File: config.mk
export PLATFORM = sky130hd
export DESIGN_NAME = spi_mf_ctrl
export DESIGN_NICKNAME = d
export VERILOG_FILES = /design/src/rtl/spi_mf_pkg.sv /design/src/rtl/spi_mf_sync.sv /design/src/rtl/spi_mf_regs.sv /design/src/rtl/spi_mf_clkgen.sv /design/src/rtl/spi_mf_shifter.sv /design/src/rtl/spi_mf_ctrl.sv
export SDC_FILE = /design/constraint.sdc
export NUM_CORES = 1
export LEC_CHECK = 0
export BUFFER_PORTS_ARGS = -buffer_cell sky130_fd_sc_hd__buf_2
export CORE_ASPECT_RATIO = 0.9
export CORE_MARGIN = 2
export CORE_UTILIZATION = 25
export CTS_CLUSTER_SIZE = 30
export DETAILED_ROUTE_END_ITERATION = 10
export GPL_TIMING_DRIVEN = 0
export SYNTH_ARGS = -nofsm -noshare
export SYNTH_HDL_FRONTEND = slang
export SYNTH_SLANG_ARGS = --single-unit
File: constraint.sdc
create_clock -name clk -period 4.1 [get_ports clk]
set_input_delay 0.205 -clock clk [delete_from_list [all_inputs] [get_ports clk]]
set_output_delay 0.205 -clock clk [all_outputs]
set_load 0.01 [all_outputs]
File: src/rtl/spi_mf_pkg.sv
package spi_mf_pkg;
   // control word bit positions (decoded by software and by the register block)
   localparam int CB_EN   = 0;
   localparam int CB_MST  = 1;
   localparam int CB_IRQ  = 2;
   localparam int CB_CPOL = 3;
   localparam int CB_CPHA = 4;
   localparam int CB_DIV  = 5;
   // status word bit positions
   localparam int SB_DONE  = 0;
   localparam int SB_FAULT = 1;

   typedef struct packed {
      logic cpha;
      logic cpol;
      logic irq_en;
      logic master;
      logic en;
   } mode_cfg_t;
endpackage

File: src/rtl/spi_mf_sync.sv
module spi_mf_sync #(
   parameter int   STAGES  = 2,
   parameter logic RST_VAL = 1'b0
) (
   input  logic clk,
   input  logic rst_n,
   input  logic d,
   output logic q
);
   logic [STAGES-1:0] pipe;

   always_ff @(posedge clk or negedge rst_n) begin
      if (!rst_n) pipe <= {STAGES{RST_VAL}};
      else        pipe <= {pipe[STAGES-2:0], d};
   end

   assign q = pipe[STAGES-1];
endmodule

File: src/rtl/spi_mf_regs.sv
module spi_mf_regs
   import spi_mf_pkg::*;
#(
   parameter  int DIV_W  = 3,
   localparam int CTRL_W = CB_DIV + DIV_W
) (
   input  logic              clk,
   input  logic              rst_n,
   input  logic              ctrl_wr,
   input  logic [CTRL_W-1:0] ctrl_wdata,
   input  logic              stat_rd,
   input  logic              data_wr,
   input  logic              xfer_done,
   input  logic              fault_det,
   output mode_cfg_t         cfg,
   output logic [DIV_W-1:0]  div,
   output logic              done_flag,
   output logic              fault_flag,
   output logic              irq
);
   logic armed;

   always_ff @(posedge clk or negedge rst_n) begin
      if (!rst_n) begin
         cfg        <= '0;
         div        <= '0;
         done_flag  <= 1'b0;
         fault_flag <= 1'b0;
         armed      <= 1'b0;
      end else begin
         if (xfer_done)    done_flag <= 1'b1;
         else if (data_wr) done_flag <= 1'b0;

         if (fault_det) begin
            cfg.en     <= 1'b0;
            cfg.master <= 1'b0;
            fault_flag <= 1'b1;
            armed      <= 1'b0;
         end else if (ctrl_wr) begin
            cfg.en     <= ctrl_wdata[CB_EN]  & ~fault_flag;
            cfg.master <= ctrl_wdata[CB_MST] & ~fault_flag;
            cfg.irq_en <= ctrl_wdata[CB_IRQ];
            if (!cfg.en) begin
               cfg.cpol <= ctrl_wdata[CB_CPOL];
               cfg.cpha <= ctrl_wdata[CB_CPHA];
               div      <= ctrl_wdata[CB_DIV +: DIV_W];
            end
            if (armed) begin
               fault_flag <= 1'b0;
               armed      <= 1'b0;
            end
         end else if (stat_rd && fault_flag) begin
            armed <= 1'b1;
         end
      end
   end

   assign irq = cfg.irq_en & (done_flag | fault_flag);


   fault_shutdown_chk: assert property (@(posedge clk) disable iff (!rst_n)
      fault_det |=> fault_flag && !cfg.en && !cfg.master);

   fault_relock_chk: assert property (@(posedge clk) disable iff (!rst_n)
      fault_flag && ctrl_wr |=> !cfg.en && !cfg.master);

   fault_sticky_chk: assert property (@(posedge clk) disable iff (!rst_n)
      fault_flag && !ctrl_wr |=> fault_flag);

   mode_hold_chk: assert property (@(posedge clk) disable iff (!rst_n)
      cfg.en |=> $stable(cfg.cpol) && $stable(cfg.cpha) && $stable(div));
endmodule

File: src/rtl/spi_mf_clkgen.sv
module spi_mf_clkgen #(
   parameter int DIV_W = 3
) (
   input  logic             clk,
   input  logic             rst_n,
   input  logic             run,
   input  logic [DIV_W-1:0] div,
   input  logic             cpol,
   output logic             tick,
   output logic             phase,
   output logic             sck_lvl
);
   logic [DIV_W-1:0] cnt;

   assign tick    = run && (cnt == div);
   assign sck_lvl = cpol ^ phase;

   always_ff @(posedge clk or negedge rst_n) begin
      if (!rst_n) begin
         cnt   <= '0;
         phase <= 1'b0;
      end else if (!run) begin
         cnt   <= '0;
         phase <= 1'b0;
      end else if (tick) begin
         cnt   <= '0;
         phase <= ~phase;
      end else begin
         cnt <= cnt + 1'b1;
      end
   end


   phase_home_chk: assert property (@(posedge clk) disable iff (!rst_n)
      $fell(run) |-> !phase);
endmodule

File: src/rtl/spi_mf_shifter.sv
module spi_mf_shifter #(
   parameter  int FRAME_W = 8,
   localparam int CNT_W   = $clog2(FRAME_W),
   localparam int ECNT_W  = $clog2(2 * FRAME_W)
) (
   input  logic               clk,
   input  logic               rst_n,
   input  logic               en,
   input  logic               master,
   input  logic               cpol,
   input  logic               cpha,
   input  logic               data_wr,
   input  logic [FRAME_W-1:0] data_wdata,
   input  logic               tick,
   input  logic               phase,
   input  logic               miso_in,
   input  logic               s_sck,
   input  logic               s_mosi,
   input  logic               s_ss_n,
   output logic               busy,
   output logic               out_bit,
   output logic [FRAME_W-1:0] rx_data,
   output logic               xfer_done
);
   logic [FRAME_W-1:0] sr, rx_sh, txbuf;
   logic [CNT_W-1:0]   cnt;
   logic [ECNT_W-1:0]  ecnt;
   logic               sck_prev;
   logic               m_act, s_act, start, s_chg, lead, trail, cap, launch, in_bit;

   assign m_act  = en & master;
   assign s_act  = en & ~master & ~s_ss_n;
   assign start  = m_act & data_wr & ~busy;
   assign s_chg  = s_sck ^ sck_prev;
   assign lead   = m_act ? (tick & ~phase) : (s_act & s_chg & (s_sck != cpol));
   assign trail  = m_act ? (tick & phase)  : (s_act & s_chg & (s_sck == cpol));
   assign cap    = cpha ? trail : lead;
   assign launch = cpha ? lead : trail;
   assign in_bit = master ? miso_in : s_mosi;
   assign out_bit = sr[FRAME_W-1];

   always_ff @(posedge clk or negedge rst_n) begin
      if (!rst_n) begin
         sr        <= '0;
         rx_sh     <= '0;
         txbuf     <= '0;
         rx_data   <= '0;
         cnt       <= '0;
         ecnt      <= '0;
         busy      <= 1'b0;
         sck_prev  <= 1'b0;
         xfer_done <= 1'b0;
      end else begin
         xfer_done <= 1'b0;
         sck_prev  <= s_sck;
         if (data_wr) txbuf <= data_wdata;
         if (!m_act)  busy  <= 1'b0;

         if (start) begin
            busy  <= 1'b1;
            sr    <= data_wdata;
            rx_sh <= '0;
            cnt   <= '0;
            ecnt  <= '0;
         end else if (!m_act && !s_act) begin
            sr  <= txbuf;
            cnt <= '0;
         end else begin
            if (m_act && tick) begin
               ecnt <= ecnt + 1'b1;
               if (ecnt == ECNT_W'(2 * FRAME_W - 1)) busy <= 1'b0;
            end
            if (cap) begin
               if (cnt == CNT_W'(FRAME_W - 1)) begin
                  rx_data   <= {rx_sh[FRAME_W-2:0], in_bit};
                  xfer_done <= 1'b1;
                  cnt       <= '0;
               end else begin
                  rx_sh <= {rx_sh[FRAME_W-2:0], in_bit};
                  cnt   <= cnt + 1'b1;
               end
            end
            if (launch && cnt != '0) sr <= {sr[FRAME_W-2:0], 1'b0};
         end
      end
   end


   done_pulse_chk: assert property (@(posedge clk) disable iff (!rst_n)
      xfer_done |=> !xfer_done);

   slave_idle_chk: assert property (@(posedge clk) disable iff (!rst_n)
      en && !master && s_ss_n |=> cnt == '0);
endmodule

File: src/rtl/spi_mf_ctrl.sv
module spi_mf_ctrl
   import spi_mf_pkg::*;
#(
   parameter  int FRAME_W     = 8,
   parameter  int DIV_W       = 3,
   parameter  int SYNC_STAGES = 2,
   localparam int CTRL_W      = CB_DIV + DIV_W
) (
   input  logic               clk,
   input  logic               rst_n,
   input  logic               ctrl_wr,
   input  logic [CTRL_W-1:0]  ctrl_wdata,
   output logic [CTRL_W-1:0]  ctrl_rdata,
   input  logic               stat_rd,
   output logic [1:0]         stat_rdata,
   input  logic               data_wr,
   input  logic [FRAME_W-1:0] data_wdata,
   output logic [FRAME_W-1:0] rx_data,
   output logic               irq,
   output logic               sck_o,
   output logic               sck_oe,
   input  logic               sck_i,
   output logic               mosi_o,
   output logic               mosi_oe,
   input  logic               mosi_i,
   output logic               miso_o,
   output logic               miso_oe,
   input  logic               miso_i,
   input  logic               ss_n_i
);
   localparam int         N_SYNC   = 3;
   localparam logic [2:0] SYNC_RST = 3'b100; // ss idles high, sck/mosi low

   if (FRAME_W < 2)     begin : g_bad_frame $error("FRAME_W must be at least 2"); end
   if (DIV_W < 1)       begin : g_bad_div   $error("DIV_W must be at least 1"); end
   if (SYNC_STAGES < 2) begin : g_bad_sync  $error("SYNC_STAGES must be at least 2"); end

   mode_cfg_t         cfg;
   logic [DIV_W-1:0]  div;
   logic              done_flag, fault_flag, fault_det, xfer_done;
   logic              tick, phase, sck_lvl, busy, out_bit;
   logic [N_SYNC-1:0] raw_in, synced;
   logic              s_sck, s_mosi, s_ss_n;

   assign raw_in = {ss_n_i, mosi_i, sck_i};
   for (genvar g = 0; g < N_SYNC; g++) begin : g_sync
      spi_mf_sync #(.STAGES(SYNC_STAGES), .RST_VAL(SYNC_RST[g])) u_sync (
         .clk (clk), .rst_n (rst_n), .d (raw_in[g]), .q (synced[g]));
   end
   assign s_sck  = synced[0];
   assign s_mosi = synced[1];
   assign s_ss_n = synced[2];

   assign fault_det = cfg.en & cfg.master & ~s_ss_n;

   spi_mf_regs #(.DIV_W(DIV_W)) u_regs (
      .clk (clk), .rst_n (rst_n), .ctrl_wr (ctrl_wr), .ctrl_wdata (ctrl_wdata),
      .stat_rd (stat_rd), .data_wr (data_wr), .xfer_done (xfer_done),
      .fault_det (fault_det), .cfg (cfg), .div (div), .done_flag (done_flag),
      .fault_flag (fault_flag), .irq (irq));

   spi_mf_clkgen #(.DIV_W(DIV_W)) u_clkgen (
      .clk (clk), .rst_n (rst_n), .run (busy), .div (div), .cpol (cfg.cpol),
      .tick (tick), .phase (phase), .sck_lvl (sck_lvl));

   spi_mf_shifter #(.FRAME_W(FRAME_W)) u_shifter (
      .clk (clk), .rst_n (rst_n), .en (cfg.en), .master (cfg.master),
      .cpol (cfg.cpol), .cpha (cfg.cpha), .data_wr (data_wr),
      .data_wdata (data_wdata), .tick (tick), .phase (phase), .miso_in (miso_i),
      .s_sck (s_sck), .s_mosi (s_mosi), .s_ss_n (s_ss_n), .busy (busy),
      .out_bit (out_bit), .rx_data (rx_data), .xfer_done (xfer_done));

   always_comb begin
      ctrl_rdata                   = '0;
      ctrl_rdata[CB_EN]            = cfg.en;
      ctrl_rdata[CB_MST]           = cfg.master;
      ctrl_rdata[CB_IRQ]           = cfg.irq_en;
      ctrl_rdata[CB_CPOL]          = cfg.cpol;
      ctrl_rdata[CB_CPHA]          = cfg.cpha;
      ctrl_rdata[CB_DIV +: DIV_W]  = div;
      stat_rdata                   = '0;
      stat_rdata[SB_DONE]          = done_flag;
      stat_rdata[SB_FAULT]         = fault_flag;
   end

   assign sck_o   = sck_lvl;
   assign sck_oe  = cfg.en & cfg.master;
   assign mosi_o  = out_bit;
   assign mosi_oe = cfg.en & cfg.master;
   assign miso_o  = out_bit;
   assign miso_oe = cfg.en & ~cfg.master & ~s_ss_n;


   fault_release_chk: assert property (@(posedge clk) disable iff (!rst_n)
      fault_flag |-> !sck_oe && !mosi_oe && !miso_oe);

   fault_irq_chk: assert property (@(posedge clk) disable iff (!rst_n)
      fault_flag && cfg.irq_en |-> irq);

   idle_level_chk: assert property (@(posedge clk) disable iff (!rst_n)
      !busy |-> sck_o == cfg.cpol);

   no_contend_chk: assert property (@(posedge clk) disable iff (!rst_n)
      !(sck_oe && miso_oe));
endmodule

==> results of run 1 <==
## cell families after synthesis
family | Yosys count
multiplexers | 32
adder cells (fa/ha/maj) | 5
flip-flops | 62
AND/OR/NAND/NOR | 68
buffers and inverters | 31
XOR/XNOR | 8
AO/OA/AOI/OAI | 38
## stage by stage
step,hold slack [ns],util (%)
2_1_floorplan,-0.0906,-
3_3_place_gp,0.312,29.9
3_5_place_dp,0.314,29.9
4_1_cts,0.0255,32.6
5_1_grt,0.0540,32.7
6_report,-0.0333,32.7
## where the power goes
group	leakage, nW	switching [W]	internal [W]
clock	0.133	0.000255	0.000438
sequential	0.791	0.0000706	0.000706
combinational	0.768	0.000193	0.000181
total	1.69	0.000518	0.00133
## critical path, cell delays in order, from the launching register on
cell      delay (ns)
dfstp_2         0.55
inv_1           0.04
o21ai_1         0.69
a21o_1          0.33
clkbuf_1        0.39
nor2_1          0.07
mux2_2          0.26
## per-layer routing
| metal | routed length [um] | share of wire, % | vias up |
|---|---|---|---|
| met5 | 0 | 0 | - |
| met1 | 3040 | 49 | 1033 |
| met4 | 67 | 1.1 | 0 |
| met2 | 2890 | 46 | 42 |
| li1 | - | - | 983 |
| met3 | 255 | 4.1 | 6 |
## sequential cells by signal, summed over array words and instances (netlist names)
signal and flops:
g_sync.u_sync.pipe 6, u_clkgen.cnt 3, u_clkgen.phase 1, u_regs.armed 1
u_regs.cfg 5, u_regs.div 3, u_regs.done_flag 1, u_regs.fault_flag 1
u_shifter.busy 1, u_shifter.cnt 3, u_shifter.ecnt 4, u_shifter.rx_data 8
u_shifter.rx_sh 7, u_shifter.sck_prev 1, u_shifter.sr 8, u_shifter.txbuf 8
u_shifter.xfer_done 1
## path summary, 6_finish.rpt
kind	from	to	slack (ns)	depth (start not counted)
worst max-delay path	g_sync[2].u_sync.pipe[1]$_DFF_PN1_	u_shifter.cnt[2]$_DFFE_PN0P_	1.65	6
max in group asynchronous	rst_n	u_shifter.sr[6]$_DFFE_PN0P_	3.57	1
worst min register to register	g_sync[0].u_sync.pipe[0]$_DFF_PN0_	g_sync[0].u_sync.pipe[1]$_DFF_PN0_	0.35	0
min in group clk	ctrl_wdata[5]	u_regs.div[0]$_DFFE_PN0P_	0.11	2
worst max register to register	g_sync[2].u_sync.pipe[1]$_DFF_PN1_	u_shifter.cnt[2]$_DFFE_PN0P_	1.65	6
worst min-delay path	rst_n	u_shifter.sr[4]$_DFFE_PN0P_	-0.03	1
## layout make-up
class	count	area [um2]	share of cell area (%)
buffer	15	103	2.86
clock buffer	14	264	7.35
clock inverter	1	5.00	0.139
inverter	16	60.1	1.67
multi-input combinational	151	1140	31.8
sequential	62	1550	43.3
tap	152	190	5.30
timing repair buffer	51	273	7.60
## cells in the final DEF, fill, tap and decap left out, drive strengths merged, types with 4 or more instances in the layout
| cell type | Yosys | layout |
|---|---|---|
| clkbuf | 3 | 17 |
| dfrtp | 60 | 60 |
| a22oi | 8 | 8 |
| buf | 12 | 60 |
| xor2 | 6 | 6 |
| nor2b | 8 | 8 |
| nor4 | 10 | 10 |
| mux2i | 11 | 11 |
| ha | 5 | 5 |
| o21ai | 8 | 8 |
| inv | 16 | 16 |
| a21oi | 7 | 7 |
| nand2 | 22 | 22 |
| a221oi | 7 | 7 |
| nand3b | 4 | 4 |
| mux2 | 21 | 21 |
| nor2 | 8 | 8 |
==> flow_metrics.env, run 1 <==
export IMPL_gp_congestion=0.730
export IMPL_synth_most_common_cell="dfrtp_1"
export IMPL_drtIter0Drc=74
export IMPL_firstDrtPassIters=4
export IMPL_die_area_mm2=0.0123
export IMPL_hold_class="in2async"
export IMPL_drt_wl_total_mm=6.25
export IMPL_busiest_layer="met2"
export IMPL_fin_hold_ws_ns=-0.0333
export IMPL_layout_nets=336
export IMPL_synth_yosys_seq_area_share_pct=54.5
export IMPL_yosysWarnings=0
export IMPL_grt_max_degree=63
export IMPL_dp_slack_ns=1.54
export IMPL_fin_skew_ns=0.00760
export IMPL_cts_root_buf="clkbuf_16"
export IMPL_vias_per_cell=4.47
export IMPL_use_met1_pct=14.7
export IMPL_overflow=0
export IMPL_fmaxAchievable_mhz=408
export IMPL_clkTransAtPathRegs_ns=0.05
export IMPL_chipHeight_um=105
export IMPL_ios=50
export IMPL_startpoint_type="register"
export IMPL_cts_hold_buf=3
export IMPL_cp_required_ns=4.31
export IMPL_synthArstFlopShare_pct=100
export IMPL_ys_ff_latch=62
export IMPL_num_rows=36
export IMPL_fin_tns_setup_ns=0
export IMPL_track_usage_pct=11.1
export IMPL_start_util_pct=26.0
export IMPL_finalNonFillerCells=462
export IMPL_worstSetupPathType="reg2reg"
export IMPL_htreeDepth=3
export IMPL_slew_viol_final=0
export IMPL_syn_num_nets=274
export IMPL_synth_fa_ha_area_share_pct=2.19
export IMPL_synth_top_family_by_area="simple AND/OR/NAND/NOR gates"
export IMPL_arrival_ns=2.66
export IMPL_grt_antenna_before_repair=0
export IMPL_synth_compound_area_share_pct=10.3
export IMPL_drv_cap=0
export IMPL_ir_drop_v=0.000171
export IMPL_synth_xor_area_share_pct=2.46
export IMPL_vias=2064
export IMPL_cts_buffers_inserted=9
export IMPL_area_growth_pct=25.8
export IMPL_synth_cell_types=40
export IMPL_synth_edf_count=0
export IMPL_cp_max_fo=10
export IMPL_finalSetupViolations=0
export IMPL_p_leak_nw=1.69
export IMPL_avgSynthCellArea_um2=11.7
export IMPL_cts_setup_buffers=0
export IMPL_fillerInstances=1155
export IMPL_synth_area_mux_share_pct=12.1
export IMPL_clock_latency_ns=0.32
export IMPL_cts_tree="yes"
export IMPL_place_inst=444
export IMPL_slew_headroom_pct=41.1
export IMPL_final_area_mm2=0.00359
export IMPL_first_global_vias=2099
export IMPL_hold_violations=17
export IMPL_portBuffers=48
export IMPL_grt_pass1_wl_mm=10.5
export IMPL_worstSetupEndpointType="register"
export IMPL_layout_drive_gt1_share_pct=34.2
export IMPL_synth_flop_cell="dfrtp_1"
export IMPL_antennaDiodeCount=0
export IMPL_ant_nets=0
export IMPL_violations="negative hold slack"
export IMPL_ctsResizeCount=0
export IMPL_die_w_um=117
export IMPL_grtUsageMet3_pct=4.03
export IMPL_postSynthCellCount=244
export IMPL_power_density_mw_per_mm2=514
export IMPL_use_met2_pct=17.2
export IMPL_period_share_pct=59.8
export IMPL_p_total_w=0.00184
export IMPL_wl_per_cell_um=13.5
export IMPL_outcome="complete, but fails checks"
export IMPL_synth_largest_area_cell="dfrtp_1"
export IMPL_cts_sinks=62
export IMPL_placeableCoreArea_mm2=0.0110
export IMPL_yosysTopAreaCellShare_pct=52.6
export IMPL_synth_simple_area_share_pct=12.7
export IMPL_synth_common_cells="dfrtp_1, nand2_1, mux2_2"
export IMPL_clockBufferDepth=2
export IMPL_syn_area_mm2=0.00285
export IMPL_layout_min_cycle_time_ns=2.45
export IMPL_rsz0062_at_grt="false"
export IMPL_drc=0
export IMPL_place_area_mm2=0.00329
export IMPL_synth_area_leaders="dfrtp_1, mux2_2, mux2i_1"
export IMPL_place_hpwl_mm=4.33
export IMPL_worst_slew_pin_slew_ns=0.877
export IMPL_timing_final_ws_setup_ns=1.65
(Power assumes the default switching activity.)
==> inputs of run 2 (changes only) <==
--- a/config.mk
+++ b/config.mk
@@ -5,6 +5,7 @@
 export SDC_FILE = /design/constraint.sdc
 export NUM_CORES = 1
 export LEC_CHECK = 0
+export ABC_AREA = 1
 export BUFFER_PORTS_ARGS = -buffer_cell sky130_fd_sc_hd__buf_2
 export CORE_ASPECT_RATIO = 0.9
 export CORE_MARGIN = 2
==> constraint.sdc (replaced) <==
create_clock -name clk -period 2.5 [get_ports clk]
set_input_delay 0.125 -clock clk [delete_from_list [all_inputs] [get_ports clk]]
set_output_delay 0.125 -clock clk [all_outputs]
set_load 0.01 [all_outputs]
==> run 2 against run 1 <==
Largest cell class unchanged. Final area increased by 1.4%. Area after synthesis down 1.3%. The flow now finishes without violations. Via count up 5.2%. Flip-flop and latch count did not move. Register-to-register slack worse by 0.75 ns. Combinational power rose by 100%. Critical path type unchanged.
==> flow_metrics.env, run 2 <==
export IMPL_drtIter0Drc=86
export IMPL_synth_area_leaders="dfrtp_1, nand2_1, nand3_1"
export IMPL_track_usage_pct=10.8
export IMPL_final_cell_mix="nand2_1, dfrtp_1, buf_2, nand3_1, inv_1"
export IMPL_grt_max_degree=63
export IMPL_synth_largest_area_cell="dfrtp_1"
export IMPL_startpoint_type="register"
export IMPL_cp_required_ns=2.71
export IMPL_ys_ff_latch=62
export IMPL_wl_per_cell_um=11.6
export IMPL_clkTransAtPathRegs_ns=0.05
export IMPL_grt_antenna_before_repair=0
export IMPL_clockBufferDepth=2
export IMPL_chipHeight_um=105
export IMPL_critPathTopFamily="simple AND/OR/NAND/NOR gates"
export IMPL_fin_tns_setup_ns=0
export IMPL_layout_drive_gt1_share_pct=24.2
export IMPL_layout_min_cycle_time_ns=1.60
export IMPL_postSynthCellCount=308
export IMPL_wl_met3_um=247
export IMPL_cts_root_buf="clkbuf_16"
export IMPL_r2r_slack_ns=0.90
export IMPL_drt_wl_total_mm=6.12
export IMPL_synth_common_cells="nand2_1, dfrtp_1, nand3_1"
export IMPL_die_w_um=116
export IMPL_start_util_pct=25.8
export IMPL_place_hpwl_mm=4.36
export IMPL_cp_max_fo=9
export IMPL_firstDrtPassIters=4
export IMPL_wl_met2_mm=2.81
export IMPL_crit_top_cell="nand2_1"
export IMPL_synth_cell_types=34
export IMPL_rsz0062_at_grt="false"
export IMPL_synthArstFlopShare_pct=100
export IMPL_antennaDiodeCount=0
export IMPL_finalSetupViolations=0
export IMPL_hold_class="in2reg"
export IMPL_vias_per_cell=4.11
export IMPL_synth_yosys_seq_area_share_pct=55.2
export IMPL_syn_area_mm2=0.00282
export IMPL_layout_commonest_cell="nand2_1"
export IMPL_cts_tree="yes"
export IMPL_fin_skew_ns=0.00531
export IMPL_worstPathCellList="xor2_1, nand3b_1, nand3_2, nand3b_4, clkinv_2, nand2_1, nand2_1"
export IMPL_place_area_mm2=0.00325
export IMPL_worstSetupPathType="reg2reg"
export IMPL_worstSetupEndpointType="register"
export IMPL_ant_nets=0
export IMPL_slew_viol_final=0
export IMPL_grt_pass1_wl_mm=10.2
export IMPL_outcome="complete, no violations"
export IMPL_yosysTopAreaCellShare_pct=53.3
export IMPL_met1_length_mm=3.00
export IMPL_num_rows=36
export IMPL_reg_largest_list="u_shifter.rx_data x8, u_shifter.sr x8, u_shifter.txbuf x8"
export IMPL_crit_buf_inv=1
export IMPL_clock_latency_ns=0.32
export IMPL_htreeDepth=3
export IMPL_cts_setup_buffers=0
export IMPL_drc=0
export IMPL_synth_edf_count=0
export IMPL_cts_buffers_inserted=9
export IMPL_final_util_pct=33.4
export IMPL_avgSynthCellArea_um2=9.14
export IMPL_fmaxAchievable_mhz=624
export IMPL_portBuffers=48
export IMPL_arrival_ns=1.81
export IMPL_fin_hold_ws_ns=0.00858
export IMPL_final_area_mm2=0.00364
export IMPL_syn_num_nets=338
export IMPL_dr_max_layer_used="met4"
export IMPL_slew_headroom_pct=46.5
export IMPL_gp_congestion=0.740
export IMPL_yosysWarnings=0
export IMPL_period_share_pct=64.1
export IMPL_layout_nets=401
export IMPL_worst_slew_pin_slew_ns=0.803
export IMPL_cts_sinks=62
export IMPL_drv_cap=0
export IMPL_ir_drop_v=0.000402
export IMPL_first_global_vias=2161
export IMPL_vias=2171
export IMPL_p_leak_nw=1.85
export IMPL_synth_flop_cell="dfrtp_1"
export IMPL_synth_most_common_cell="nand2_1"
export IMPL_placeableCoreArea_mm2=0.0109
export IMPL_die_area_mm2=0.0121
export IMPL_cp_slowest_stage_delay_ns=0.42
export IMPL_power_density_mw_per_mm2=981
export IMPL_area_growth_pct=29.2
export IMPL_overflow=0
export IMPL_hold_violations=0
export IMPL_cp_slowest_cell="dfrtp_1"
export IMPL_ios=50
[run 2: per-layer routing]
layer	vias to the layer above	GRT usage (%)
li1	1109	-
met1	1017	14.3
met2	39	16.4
met3	6	3.13
met5	-	0
met4	0	4.34
[run 2: path summary, 6_finish.rpt]
path,from,to,cells after the start
worst max-delay path,g_sync[0].u_sync.pipe[1]$_DFF_PN0_,u_shifter.rx_sh[2]$_DFFE_PN0P_,7
worst min register to register,g_sync[0].u_sync.pipe[0]$_DFF_PN0_,g_sync[0].u_sync.pipe[1]$_DFF_PN0_,0
worst min-delay path,ctrl_wdata[2],u_regs.cfg[2]$_DFFE_PN0P_,3
max in group asynchronous,rst_n,u_shifter.sr[7]$_DFFE_PN0P_,2
worst max register to register,g_sync[0].u_sync.pipe[1]$_DFF_PN0_,u_shifter.rx_sh[2]$_DFFE_PN0P_,7
min in group asynchronous,rst_n,u_regs.div[0]$_DFFE_PN0P_,2
[run 2: power by group]
part / switching (W) / internal, W / total [W]
Combinational: 0.000436 / 0.000312 / 0.000748
Sequential: 0.000163 / 0.00121 / 0.00137
Clock: 0.000417 / 0.00103 / 0.00145
Total: 0.00102 / 0.00255 / 0.00357
[run 2: timing repair]
item | CTS | global route
hold buffers | 4 | 0
hold endpoints to repair | 63 | 0
gates resized for setup | 0 | 0
[run 2: logic make-up (layout without fill, tap and decap cells)]
kind of cell,after synthesis,after routing,share of synthesized area (%)
DFF,62,62,55.2
xor gates and xnor gates,7,7,2.18
buffers and inverters,44,112,7.24
AOI/OAI and AO/OA,31,31,6.80
and+or+nand+nor,156,156,25.2
adders and majority gates,5,5,2.22
muxes,3,3,1.20
[run 2: layout make-up]
cell class | count | area, um2
buffer | 12 | 80.1
clock buffer | 13 | 260
sequential | 62 | 1550
inverter | 32 | 124
tap | 152 | 190
timing repair buffer | 52 | 283
clock inverter | 3 | 90.1
multi-input combinational | 202 | 1060
fill | 1129 | 7260
[run 2: per-stage QoR]
| stage | power (W) | cells | worst slack (ns) |
|---|---|---|---|
| floorplan | 0.00189 | 308 | 1.10 |
| global placement | 0.00211 | 508 | 0.925 |
| detailed placement | 0.00214 | 508 | 0.908 |
| CTS | 0.00361 | 528 | 0.885 |
| global route | 0.00378 | 528 | 0.743 |
| finish | 0.00357 | 528 | 0.897 |
[run 2: tightest hold or removal path: stages]
cell and delay [ns]:
buf_2 0.07, nand2_1 0.04, o21ai_0 0.05
==> inputs of run 3 (changes only) <==
==> constraint.sdc (replaced) <==
create_clock -name clk -period 1.6 [get_ports clk]
set_input_delay 0.08 -clock clk [delete_from_list [all_inputs] [get_ports clk]]
set_output_delay 0.08 -clock clk [all_outputs]
set_load 0.01 [all_outputs]
==> run 3 against run 2 <==
Hold slack better by 0.0043 ns. Highest routed layer unchanged. Sequential share of layout area decreased by 2.6 points. Register-to-register slack got worse by 0.90 ns. Die area is the same. Clock skew down 0.0015 ns. Largest power group unchanged. Total power up 61%. The run now ends with negative setup slack left.
==> flow_metrics.env, run 3 (synthesis gave the netlist of run 2 again) <==
export IMPL_layout_min_cycle_time_ns=1.60
export IMPL_clock_latency_ns=0.32
export IMPL_cts_sinks=62
export IMPL_final_util_pct=35.5
export IMPL_vias=2284
export IMPL_vias_per_cell=4.19
export IMPL_chipHeight_um=105
export IMPL_hold_class="in2reg"
export IMPL_portBuffers=48
export IMPL_min_from="ctrl_wdata[0]"
export IMPL_fmaxAchievable_mhz=623
export IMPL_layout_commonest_cell="nand2_1"
export IMPL_place_area_mm2=0.00325
export IMPL_layout_nets=418
export IMPL_clockBufferDepth=2
export IMPL_gp_congestion=0.740
export IMPL_antennaDiodeCount=0
export IMPL_fin_skew_ns=0.00379
export IMPL_wl_per_cell_um=11.8
export IMPL_worstSetupEndpointType="register"
export IMPL_drtIter0Drc=147
export IMPL_finalSetupViolations=1
export IMPL_final_cell_mix="nand2_1, dfrtp_1, buf_2, inv_1, nand3_1"
export IMPL_track_usage_pct=10.8
export IMPL_period_share_pct=100
export IMPL_clkTransAtPathRegs_ns=0.05
export IMPL_ant_nets=0
export IMPL_grt_antenna_before_repair=0
export IMPL_area_growth_pct=37.6
export IMPL_grt_pass1_wl_mm=10.3
export IMPL_arrival_ns=1.81
export IMPL_fin_tns_setup_ns=-0.00492
export IMPL_rsz0062_at_grt="true"
export IMPL_num_rows=36
export IMPL_reg_largest_list="u_shifter.rx_data x8, u_shifter.sr x8, u_shifter.txbuf x8"
export IMPL_cp_required_ns=1.80
export IMPL_htreeDepth=3
export IMPL_grt_max_degree=63
export IMPL_overflow=0
export IMPL_cts_root_buf="clkbuf_16"
export IMPL_r2r_end="u_shifter.cnt[0]$_DFFE_PN0P_"
export IMPL_final_area_mm2=0.00387
export IMPL_ir_drop_v=0.000636
export IMPL_hold_violations=0
export IMPL_firstDrtPassIters=4
export IMPL_drc=0
export IMPL_cts_tree="yes"
export IMPL_worstSetupPathType="reg2reg"
export IMPL_startpoint_type="register"
export IMPL_drv_cap=0
export IMPL_slew_headroom_pct=46.6
export IMPL_slew_viol_final=0
export IMPL_r2r_slack_ns=-0.005
export IMPL_start_util_pct=25.8
export IMPL_violations="negative setup slack"
export IMPL_placeableCoreArea_mm2=0.0109
export IMPL_layout_drive_gt1_share_pct=29.0
export IMPL_place_hpwl_mm=4.36
export IMPL_first_global_vias=2220
export IMPL_cp_max_fo=5
export IMPL_p_total_w=0.00575
export IMPL_die_w_um=116
export IMPL_die_area_mm2=0.0121
export IMPL_drt_wl_total_mm=6.42
export IMPL_outcome="complete, but fails checks"
export IMPL_p_leak_nw=1.94
export IMPL_holdPathEnd="u_regs.cfg[0]$_DFFE_PN0N_"
export IMPL_cts_buffers_inserted=9
export IMPL_ios=50
export IMPL_r2r_start="u_regs.div[0]$_DFFE_PN0P_"
export IMPL_timing_final_ws_setup_ns=-0.00492
export IMPL_power_density_mw_per_mm2=1480
export IMPL_hold_depth=3
export IMPL_worstRegToRegCells=7
export IMPL_worst_slew_pin_slew_ns=0.801
==> run 3: worst max path at each step <==
| stage | start | endpoint | slack (ns) | depth (start not counted) |
|---|---|---|---|---|
| 3_5_place_dp | u_regs.cfg[1]$_DFFE_PN0N_ | u_shifter.sr[5]$_DFFE_PN0P_ | 0.008 | 8 |
| 2_1_floorplan | u_regs.cfg[1]$_DFFE_PN0N_ | u_shifter.rx_sh[0]$_DFFE_PN0P_ | 0.20 | 7 |
| 3_3_place_gp | u_regs.cfg[1]$_DFFE_PN0N_ | u_shifter.rx_data[5]$_DFFE_PN0P_ | 0.02 | 7 |
| 5_1_grt | u_regs.div[1]$_DFFE_PN0P_ | u_shifter.cnt[0]$_DFFE_PN0P_ | -0.10 | 10 |
| 4_1_cts | u_regs.cfg[1]$_DFFE_PN0N_ | u_shifter.sr[7]$_DFFE_PN0P_ | 0.006 | 7 |
| 6_report | u_regs.div[0]$_DFFE_PN0P_ | u_shifter.cnt[0]$_DFFE_PN0P_ | -0.005 | 7 |
==> run 3: critical path, stage by stage, from the launching register on <==
cell and delay (ns):
dfrtp_1 0.41, xnor2_1 0.26, nand4_1 0.23, nand3_4 0.22
buf_4 0.14, nand2_1 0.08, nand3_1 0.08, o21ai_1 0.06
==> run 3: report_power, final <==
| part | total (W) | switching [W] | internal [W] |
|---|---|---|---|
| combinational | 0.00131 | 0.000749 | 0.000565 |
| clock | 0.00227 | 0.000661 | 0.00161 |
| sequential | 0.00217 | 0.000275 | 0.00189 |
| total | 0.00575 | 0.00169 | 0.00406 |
==> run 3: per-layer routing <==
| metal | vias to the layer above | track usage (%) | wire length [um] |
|---|---|---|---|
| li1 | 1150 | - | - |
| met3 | 10 | 2.96 | 245 |
| met1 | 1081 | 14.4 | 3130 |
| met5 | - | 0 | 0 |
| met2 | 43 | 16.5 | 2960 |
| met4 | 0 | 4.34 | 85 |
==> run 3: per-stage QoR <==
step / setup WS [ns] / hold slack [ns] / instances
4_1_cts: 0.00626 / 0.00841 / 538
2_1_floorplan: 0.200 / -0.216 / 308
6_report: -0.00492 / 0.0129 / 545
3_5_place_dp: 0.00848 / 0.190 / 508
5_1_grt: -0.104 / 0.0182 / 545
3_3_place_gp: 0.0249 / 0.187 / 508
==> run 3: cell type report <==
| type | count | area (um2) |
|---|---|---|
| Timing Repair inverter | 1 | 5.00 |
| Buffer | 12 | 80.1 |
| Tap cell | 152 | 190 |
| Inverter | 32 | 136 |
| Fill cell | 1118 | 7030 |
| Clock inverter | 3 | 90.1 |
| Multi-Input combinational cell | 204 | 1140 |
| Timing Repair Buffer | 66 | 413 |
| Sequential cell | 62 | 1560 |
| Clock buffer | 13 | 260 |
==> run 3: repair_timing <==
item	in CTS	in global routing
gates resized for setup	1	25
setup endpoints to repair	1	29
pin swaps	0	14
endpoints found under the hold margin	73	0
buffers inserted	0	4
hold buffers	14	0
gates cloned	0	3
